## src/rtl/mtx10_pkg.sv

```systemverilog
package mtx10_pkg;

    localparam int NIB_W       = 4;
    localparam int CELLS       = 2 * NIB_W;
    localparam int POS_W       = $clog2(CELLS);

    typedef enum logic [1:0] {
        LN_QUIET = 2'd0,
        LN_PULSE = 2'd1,
        LN_DATA  = 2'd2,
        LN_TAIL  = 2'd3
    } line_st_e;

    typedef struct packed {
        logic [POS_W-2:0] idx;
        logic             late;
    } cell_pos_t;

    function automatic logic manch_cell(input logic b, input logic late);
        return late ? b : ~b;
    endfunction

endpackage

```

## src/rtl/mtx10_nib_ser.sv

```systemverilog
module mtx10_nib_ser
    import mtx10_pkg::*;
(
    input  logic             clk,
    input  logic             rst,
    input  logic             load,
    input  logic [NIB_W-1:0] din,
    output logic             cell_bit,
    output logic             cell_late
);

    logic [NIB_W-1:0] nib_q;
    cell_pos_t        pos_q;

    always_ff @(posedge clk) begin
        if (rst) begin
            nib_q <= '0;
            pos_q <= '0;
        end else if (load) begin
            nib_q <= din;
            pos_q <= '0;
        end else begin
            pos_q <= cell_pos_t'(pos_q + 1'b1);
        end
    end

    assign cell_bit  = manch_cell(nib_q[pos_q.idx], pos_q.late);
    assign cell_late = pos_q.late;


    hold_nib_chk: assert property (@(posedge clk) disable iff (rst)
        !load |=> $stable(nib_q));

endmodule

```

## src/rtl/mtx10_line_seq.sv

```systemverilog
module mtx10_line_seq
    import mtx10_pkg::*;
#(
    parameter int LP_GAP    = 320000,
    parameter int PULSE_CYC = 2,
    parameter int TAIL_CYC  = 5
) (
    input  logic     clk,
    input  logic     rst,
    input  logic     nib_en,
    input  logic     tx_en,
    output line_st_e st
);

    localparam int TMR_W = $clog2(LP_GAP + 1) + 1;
    localparam logic [TMR_W-1:0] GAP_END   = TMR_W'(LP_GAP - 1);
    localparam logic [TMR_W-1:0] PULSE_END = TMR_W'(PULSE_CYC - 1);
    localparam logic [TMR_W-1:0] TAIL_END  = TMR_W'(TAIL_CYC - 1);

    line_st_e         st_q;
    logic [TMR_W-1:0] tmr_q;

    always_ff @(posedge clk) begin
        if (rst) begin
            st_q  <= LN_QUIET;
            tmr_q <= '0;
        end else if (nib_en && tx_en) begin
            st_q  <= LN_DATA;
            tmr_q <= '0;
        end else begin
            case (st_q)
                LN_DATA: begin
                    if (nib_en) begin
                        st_q  <= LN_TAIL;
                        tmr_q <= '0;
                    end
                end
                LN_TAIL: begin
                    if (tmr_q == TAIL_END) begin
                        st_q  <= LN_QUIET;
                        tmr_q <= '0;
                    end else begin
                        tmr_q <= tmr_q + 1'b1;
                    end
                end
                LN_PULSE: begin
                    if (tmr_q == PULSE_END) begin
                        st_q  <= LN_QUIET;
                        tmr_q <= '0;
                    end else begin
                        tmr_q <= tmr_q + 1'b1;
                    end
                end
                default: begin
                    if (tmr_q == GAP_END) begin
                        st_q  <= LN_PULSE;
                        tmr_q <= '0;
                    end else begin
                        tmr_q <= tmr_q + 1'b1;
                    end
                end
            endcase
        end
    end

    assign st = st_q;


    reset_quiet_chk: assert property (@(posedge clk)
        rst |=> (st_q == LN_QUIET) && (tmr_q == '0));


    frame_timer_idle_chk: assert property (@(posedge clk) disable iff (rst)
        (st_q == LN_DATA) |-> (tmr_q == '0));


    tail_after_data_chk: assert property (@(posedge clk) disable iff (rst)
        (st_q == LN_TAIL && $past(st_q) != LN_TAIL) |-> ($past(st_q) == LN_DATA));

endmodule

```

## src/rtl/mtx10_line.sv

```systemverilog
module mtx10_line
    import mtx10_pkg::*;
#(
    parameter int LP_GAP    = 320000,
    parameter int PULSE_CYC = 2,
    parameter int TAIL_CYC  = 5
) (
    input  logic             clk,
    input  logic             rst,
    input  logic             nib_en,
    input  logic             tx_en,
    input  logic [NIB_W-1:0] txd,
    output logic             line_bit,
    output logic             drv_en
);

    line_st_e st;
    logic     ser_bit;
    logic     ser_late;

    mtx10_nib_ser u_ser (
        .clk       (clk),
        .rst       (rst),
        .load      (nib_en & tx_en),
        .din       (txd),
        .cell_bit  (ser_bit),
        .cell_late (ser_late)
    );

    mtx10_line_seq #(
        .LP_GAP    (LP_GAP),
        .PULSE_CYC (PULSE_CYC),
        .TAIL_CYC  (TAIL_CYC)
    ) u_seq (
        .clk    (clk),
        .rst    (rst),
        .nib_en (nib_en),
        .tx_en  (tx_en),
        .st     (st)
    );

    always_comb begin
        case (st)
            LN_DATA:  line_bit = ser_bit;
            LN_PULSE: line_bit = 1'b1;
            LN_TAIL:  line_bit = 1'b1;
            default:  line_bit = 1'b0;
        endcase
    end

    assign drv_en = (st != LN_QUIET);


    mid_bit_flip_chk: assert property (@(posedge clk) disable iff (rst)
        (st == LN_DATA && ser_late) |-> (line_bit != $past(line_bit)));


    quiet_low_chk: assert property (@(posedge clk) disable iff (rst)
        !drv_en |-> !line_bit);

endmodule

```

## config.mk

```make
export PLATFORM = sky130hd
export DESIGN_NAME = mtx10_line
export DESIGN_NICKNAME = d
export VERILOG_FILES = /design/src/rtl/mtx10_pkg.sv /design/src/rtl/mtx10_nib_ser.sv /design/src/rtl/mtx10_line_seq.sv /design/src/rtl/mtx10_line.sv
export SDC_FILE = /design/constraint.sdc
export NUM_CORES = 1
export LEC_CHECK = 0
export BUFFER_PORTS_ARGS = -buffer_cell sky130_fd_sc_hd__buf_2
export CAP_MARGIN = 25
export CORE_MARGIN = 8
export CORE_UTILIZATION = 60
export CTS_CLUSTER_DIAMETER = 200
export DETAILED_ROUTE_END_ITERATION = 8
export PLACE_DENSITY = 0.79
export SYNTH_ARGS = -nofsm -noshare
export SYNTH_HDL_FRONTEND = slang
export SYNTH_SLANG_ARGS = --single-unit
export TNS_END_PERCENT = 10
```

## constraint.sdc

```tcl
create_clock -name clk -period 5.7 [get_ports clk]
set_input_delay 1.71 -clock clk [delete_from_list [all_inputs] [get_ports clk]]
set_output_delay 1.71 -clock clk [all_outputs]
set_load 0.01 [all_outputs]
```

After elaboration in Yosys (flattened, before gate mapping)
Index checks and enable logic that the tools add are counted.
{"block": "word_totals", "reg_bits": 29, "latchBits": 0, "mem_bits_rw": 0, "romBits": 0, "inputBits": 8, "output_inout_bits": 2, "mem_count": 0}
{"block": "op_classes", "n_addsub": 2, "mul": 0, "div_mod_pow": 0, "order_cmp": 1, "n_eq_ne": 12, "n_shift": 0, "mux": 15, "bitwise_logic": 2, "n_reduce_logical": 9}
{"operator": "$mux W20", "count": 4}
{"operator": "$pmux W20 S3", "count": 1}
{"operator": "$add A20 B1 Y20 const B", "count": 1}
{"operator": "$eq A20 B1 Y1 const B", "count": 1}
{"operator": "$eq A20 B19 Y1 const B", "count": 1}
{"operator": "$eq A20 B3 Y1 const B", "count": 1}
{"operator": "$mux W2", "count": 5}
{"operator": "$reduce_and A4 Y1", "count": 2}
{"operator": "$ne A3 B1 Y1 const B", "count": 2}
{"operator": "$pmux W2 S3", "count": 1}
{"operator": "$reduce_or A2 Y1", "count": 3}
{"operator": "$reduce_bool A5 Y1", "count": 1}
{"operator": "$eq A2 B2 Y1 const B", "count": 2}
{"operator": "$ne A2 B1 Y1 const B", "count": 2}
{"operator": "$reduce_bool A4 Y1", "count": 1}
{"operator": "$add A3 B1 Y3 const B", "count": 1}
{"operator": "$lt A2 B3 Y1 const B", "count": 1}
{"operator": "$ne A3 B2 Y1 const B", "count": 1}
{"operator": "$bmux W1 S2", "count": 1}
{"operator": "$eq A2 B1 Y1 const B", "count": 1}
{"operator": "$mux W1", "count": 2}
{"operator": "$ne A2 B2 Y1 const B", "count": 1}
{"operator": "$pmux W1 S2", "count": 1}
{"operator": "$reduce_bool A2 Y1", "count": 1}
{"operator": "other kinds (3)", "count": 3}

Logic depth before layout (Yosys ltp)
{"block": "depth", "word_depth": 5, "mapped_depth": 8, "depth_no_buf": 7}

Cells and area by module
A second synthesis with hierarchy kept.
{"block": "hier_totals", "hier_cells": 166, "area_unflattened_um2": 1481.4}
{"mod": "mtx10_line_seq", "instances": 1, "cells_each": 140, "area_each_um2": 1189.9}
{"mod": "mtx10_nib_ser", "instances": 1, "cells_each": 23, "area_each_um2": 270.3}
{"mod": "mtx10_line", "instances": 1, "cells_each": 3, "area_each_um2": 21.3}

Worst setup path before layout
No wires, ideal clock.
{"block": "synth_path", "path_kind": "input port to flip-flop", "start": "input nib_en", "end": "register u_seq.tmr_q[19]", "setup_ns": 0.114, "arrival_time_ns": 2.788, "path_slack_ns": 2.798, "path_stages": 6, "cell_sequence": "clkbuf_2 -> nor3b_1 -> nor3_1 -> nand4bb_1 -> xor2_1 -> nor2_1"}
{"block": "synth_via", "elab_chain_len": 2}
{"item": "from (decl)", "line_no": "mtx10_line.sv:10", "rtl": "input logic nib_en,"}
{"item": "$logic_and A1 B1 Y1", "line_no": "mtx10_line_seq.sv:27", "rtl": "end else if (nib_en && tx_en) begin"}
{"item": "$reduce_or A2 Y1 (no source line)"}
{"item": "to (signal assigned)", "line_no": "mtx10_line_seq.sv:43", "rtl": "tmr_q <= tmr_q + 1'b1;"}
{"item": "to (signal assigned)", "line_no": "mtx10_line_seq.sv:51", "rtl": "tmr_q <= tmr_q + 1'b1;"}
{"item": "to (signal assigned)", "line_no": "mtx10_line_seq.sv:59", "rtl": "tmr_q <= tmr_q + 1'b1;"}
{"item": "to (decl)", "line_no": "mtx10_line_seq.sv:21", "rtl": "logic [TMR_W-1:0] tmr_q;"}
Parallel ways exist; a longest one is shown, timed or not.
A chain may end at the register's enable or synchronous reset.

Final worst setup path
{"block": "layout_path", "start": "register u_ser.pos_q[2] (netlist bit)", "end": "output line_bit"}
{"block": "layout_via", "elab_chain_len": 5}
{"item": "from (decl)", "line_no": "mtx10_nib_ser.sv:13", "rtl": "cell_pos_t pos_q;"}
{"item": "from (signal assigned)", "line_no": "mtx10_nib_ser.sv:23", "rtl": "pos_q <= cell_pos_t'(pos_q + 1'b1);"}
{"item": "$bmux W1 S2 (*)", "line_no": "mtx10_nib_ser.sv:27", "rtl": "assign cell_bit = manch_cell(nib_q[pos_q.idx], pos_q.late);"}
{"item": "$mux W1 (not written as such) (*)", "line_no": "mtx10_nib_ser.sv:27"}
{"item": "$not A1 Y1", "line_no": "mtx10_pkg.sv:20", "rtl": "return late ? b : ~b;"}
{"item": "$mux W1 (*)", "line_no": "mtx10_pkg.sv:20"}
{"item": "$pmux W1 S2 (*)", "line_no": "mtx10_line.sv:43", "rtl": "case (st)"}
{"item": "to (decl)", "line_no": "mtx10_line.sv:13", "rtl": "output logic line_bit,"}
Mark *: on every way between the ends. The rest lies on a longest branch, timed or not. The select of a mux whose other input is x is not followed.

==> impl_metrics.yaml <==
run_status:
  status: "complete, no violations"
clocking:
  htree_levels: 2
  holdBufCountCts: 0
  cts.sinks: 29
  cts_root_buffer: "clkbuf_4"
  cts_tree: "built"
  cts_buffers: 5
  clk_path_buf_depth: 2
  insertion_delay_ns: 0.33
  cts_setup_buffers: 0
  cts_resized: 0
  clk_pin_slew_ns: 0.10
synth:
  yosysTopAreaCellShare_pct: 38.73
  async_flop_share_pct: 0
  synth.largest_area_cell: "dfxtp_1"
  syn_inst: 183
  synth.avg_cell_area_um2: 8.191
  yosysWarnings: 0
  synth_area_um2: 1499
  synth-seq-cells: 29
  synth-edff-count: 0
  yosys-top-cells-area: "dfxtp_1 39%, nand2_1 5.3%, nor2_1 4.5%, a21oi_1 4.3%, nand3_1 4.3%"
  syn-num-nets: 195
  yosys_most_used_dff: "dfxtp_1"
  ys_types: 37
  yosysSeqAreaShare_pct: 38.73
setup_path:
  cp.arrival_ns: 1.71
  reg2reg_from: "u_seq.tmr_q[0]$_SDFFE_PP0N_"
  critPathLaunch: "u_ser.pos_q[2]$_SDFF_PP0_"
  worstRegToRegCells: 6
  startpoint_type: "flop"
  worst_r2r_endpoint: "u_seq.tmr_q[18]$_SDFFE_PP0N_"
  critPathMaxFanout: 2
  crit_type: "flop to primary output"
  rrSetupSlack_ns: 3.32
  required_ns: 3.99
  crit_end: "line_bit"
  cp-end-kind: "primary output"
floorplan:
  core_region_area_um2: 2432
  die_x_um: 65.98
  start_util_pct: 61.63
  io_pins: 10
  placementRows: 18
  die-height_um: 65.98
  dieArea_um2: 4353
timing:
  setup_ws_ns: 2.278
  skew_ns: 0.006925
  hold_violations: 0
  setup_viol: 0
  rsz0062_at_grt: "false"
  fmax_ghz: 0.2922
  maxSlewViolCount: 0
  tightest_slew_ns: 0.6634
  timing.hold.ws_ns: 0.4713
  min_period_ns: 3.422
  finalSetupTns_ns: 0
  fin_crit_sh_pct: 60.04
  relSlewSlack_pct: 55.44
finish:
  drive_above_1_share_pct: 11.86
  utilization_pct: 67.85
  final_common_cell: "dfxtp_1"
  final_cell_mix: "29 x dfxtp_1, 21 x nand2_1, 18 x nor2_1, 13 x nand3_1, 13 x a21oi_1"
  n_antenna_cell: 0
  area_growth_pct: 10.10
  nets: 205
  final-instance-count-excl-fill: 224
routing:
  dr.pass1.iters: 4
  wire_per_inst_um: 14.43
  drt_iter0_markers: 61
  viasPerCell: 5.799
  ant_nets: 0
  drc: 0
  finalWirelength_um: 3232
  vias: 1299
placed_design:
  dp.cells: 216
  port_buffers: 9
  post-place-ws_ns: 2.429
  hpwl_um: 2288
  gp_congestion: 0.8853
global_route:
  grt_pass1_vias: 1223
  antenna_found_initial: 0
  grt_max_degree: 13
  grt_pass1_wl_um: 5575
  gr-total-overflow: 0
  grtUsageTotal_pct: 16.64
pwr:
  power.density_nw_per_um2: 284.5
  p_leak_uw: 0.0006137
  irDropWorstVdd_mv: 0.2205
worst_hold_path:
  hp-class: "flop to flop"
job:
  cap_violations: 0
## worst min path at each step
stage | start | endpoint | slack, ns | cells past startpoint
floorplan | u_ser.nib_q[1]$_SDFFE_PP0P_ | u_ser.nib_q[1]$_SDFFE_PP0P_ | 0.43 | 2
detailed placement | u_ser.cell_late$_SDFF_PP0_ | u_ser.cell_late$_SDFF_PP0_ | 0.46 | 1
finish | u_ser.nib_q[3]$_SDFFE_PP0P_ | u_ser.nib_q[3]$_SDFFE_PP0P_ | 0.47 | 2
CTS | u_ser.nib_q[3]$_SDFFE_PP0P_ | u_ser.nib_q[3]$_SDFFE_PP0P_ | 0.47 | 2
global placement | u_ser.cell_late$_SDFF_PP0_ | u_ser.cell_late$_SDFF_PP0_ | 0.44 | 1
global route | u_ser.nib_q[2]$_SDFFE_PP0P_ | u_ser.nib_q[2]$_SDFFE_PP0P_ | 0.49 | 2
## per-layer routing
metal	global-route usage (%)	vias to the layer above	wire, um
li1	-	661	-
met1	20.85	585	1455
met2	25.33	43	1550
met3	4.068	10	141
met4	9.600	0	85
met5	0	-	0
## power breakdown
group | leakage, uW | internal [uW] | switching (uW) | total [uW]
combinational | 0.000323 | 15.9 | 27.2 | 43.1
clock | 0.0000552 | 136 | 76.5 | 212
sequential | 0.000235 | 208 | 6.13 | 214
## flip-flops by register name (all words and copies together), names as in the netlist
register	count
u_seq.tmr_q	20
u_ser.nib_q	4
u_seq.st	2
u_ser.cell_late	1
u_ser.pos_q	2
## cell usage after synthesis (3+ instances only)
cell type,count
o22ai_1,6
dfxtp_1,29
inv_1,7
o21ai_0,4
and2_1,6
nand4_1,6
nor3_1,8
ha_1,4
nor2_1,18
nand2_1,21
xor2_1,7
nand3_1,13
nor4_1,3
and3_1,4
xnor2_1,6
a21oi_1,13
## final cells by class
type                            count  area [um^2]
Multi-Input combinational cell    140        850.8
Sequential cell                    29        580.6
Clock buffer                        5        37.54
Fill cell                         194        782.0
Clock inverter                      3        65.06
Tap cell                           30        37.54
Inverter                            7        26.28
Timing Repair Buffer               10        52.55
## logic make-up (layout without fill, tap and decap cells)
kind of cell	Yosys count	in the layout	synth area share (%)
xor gates and xnor gates	13	13	7.596
buffers and inverters	14	25	4.508
and+or+nand+nor	91	91	30.97
DFF	29	29	38.73
adders and majority gates	4	4	3.339
AOI/OAI and AO/OA	31	31	13.36
muxes	1	1	1.502
## critical path, stage by stage, from the launching register on
cell	delay [ns]
dfxtp_1	0.38
mux4_2	0.52
xnor2_1	0.20
nand2_1	0.08
nand2_1	0.07
buf_2	0.12
## per-stage QoR
stage                     cell area, um^2  total power [uW]
final                                1650             469.5
after detailed placement             1548             260.4
after global placement               1548             258.6
after CTS                            1650             473.1
after global routing                 1650             486.8
after floorplan                      1499             250.1
No activity file was read; power rests on OpenSTA's default activity.
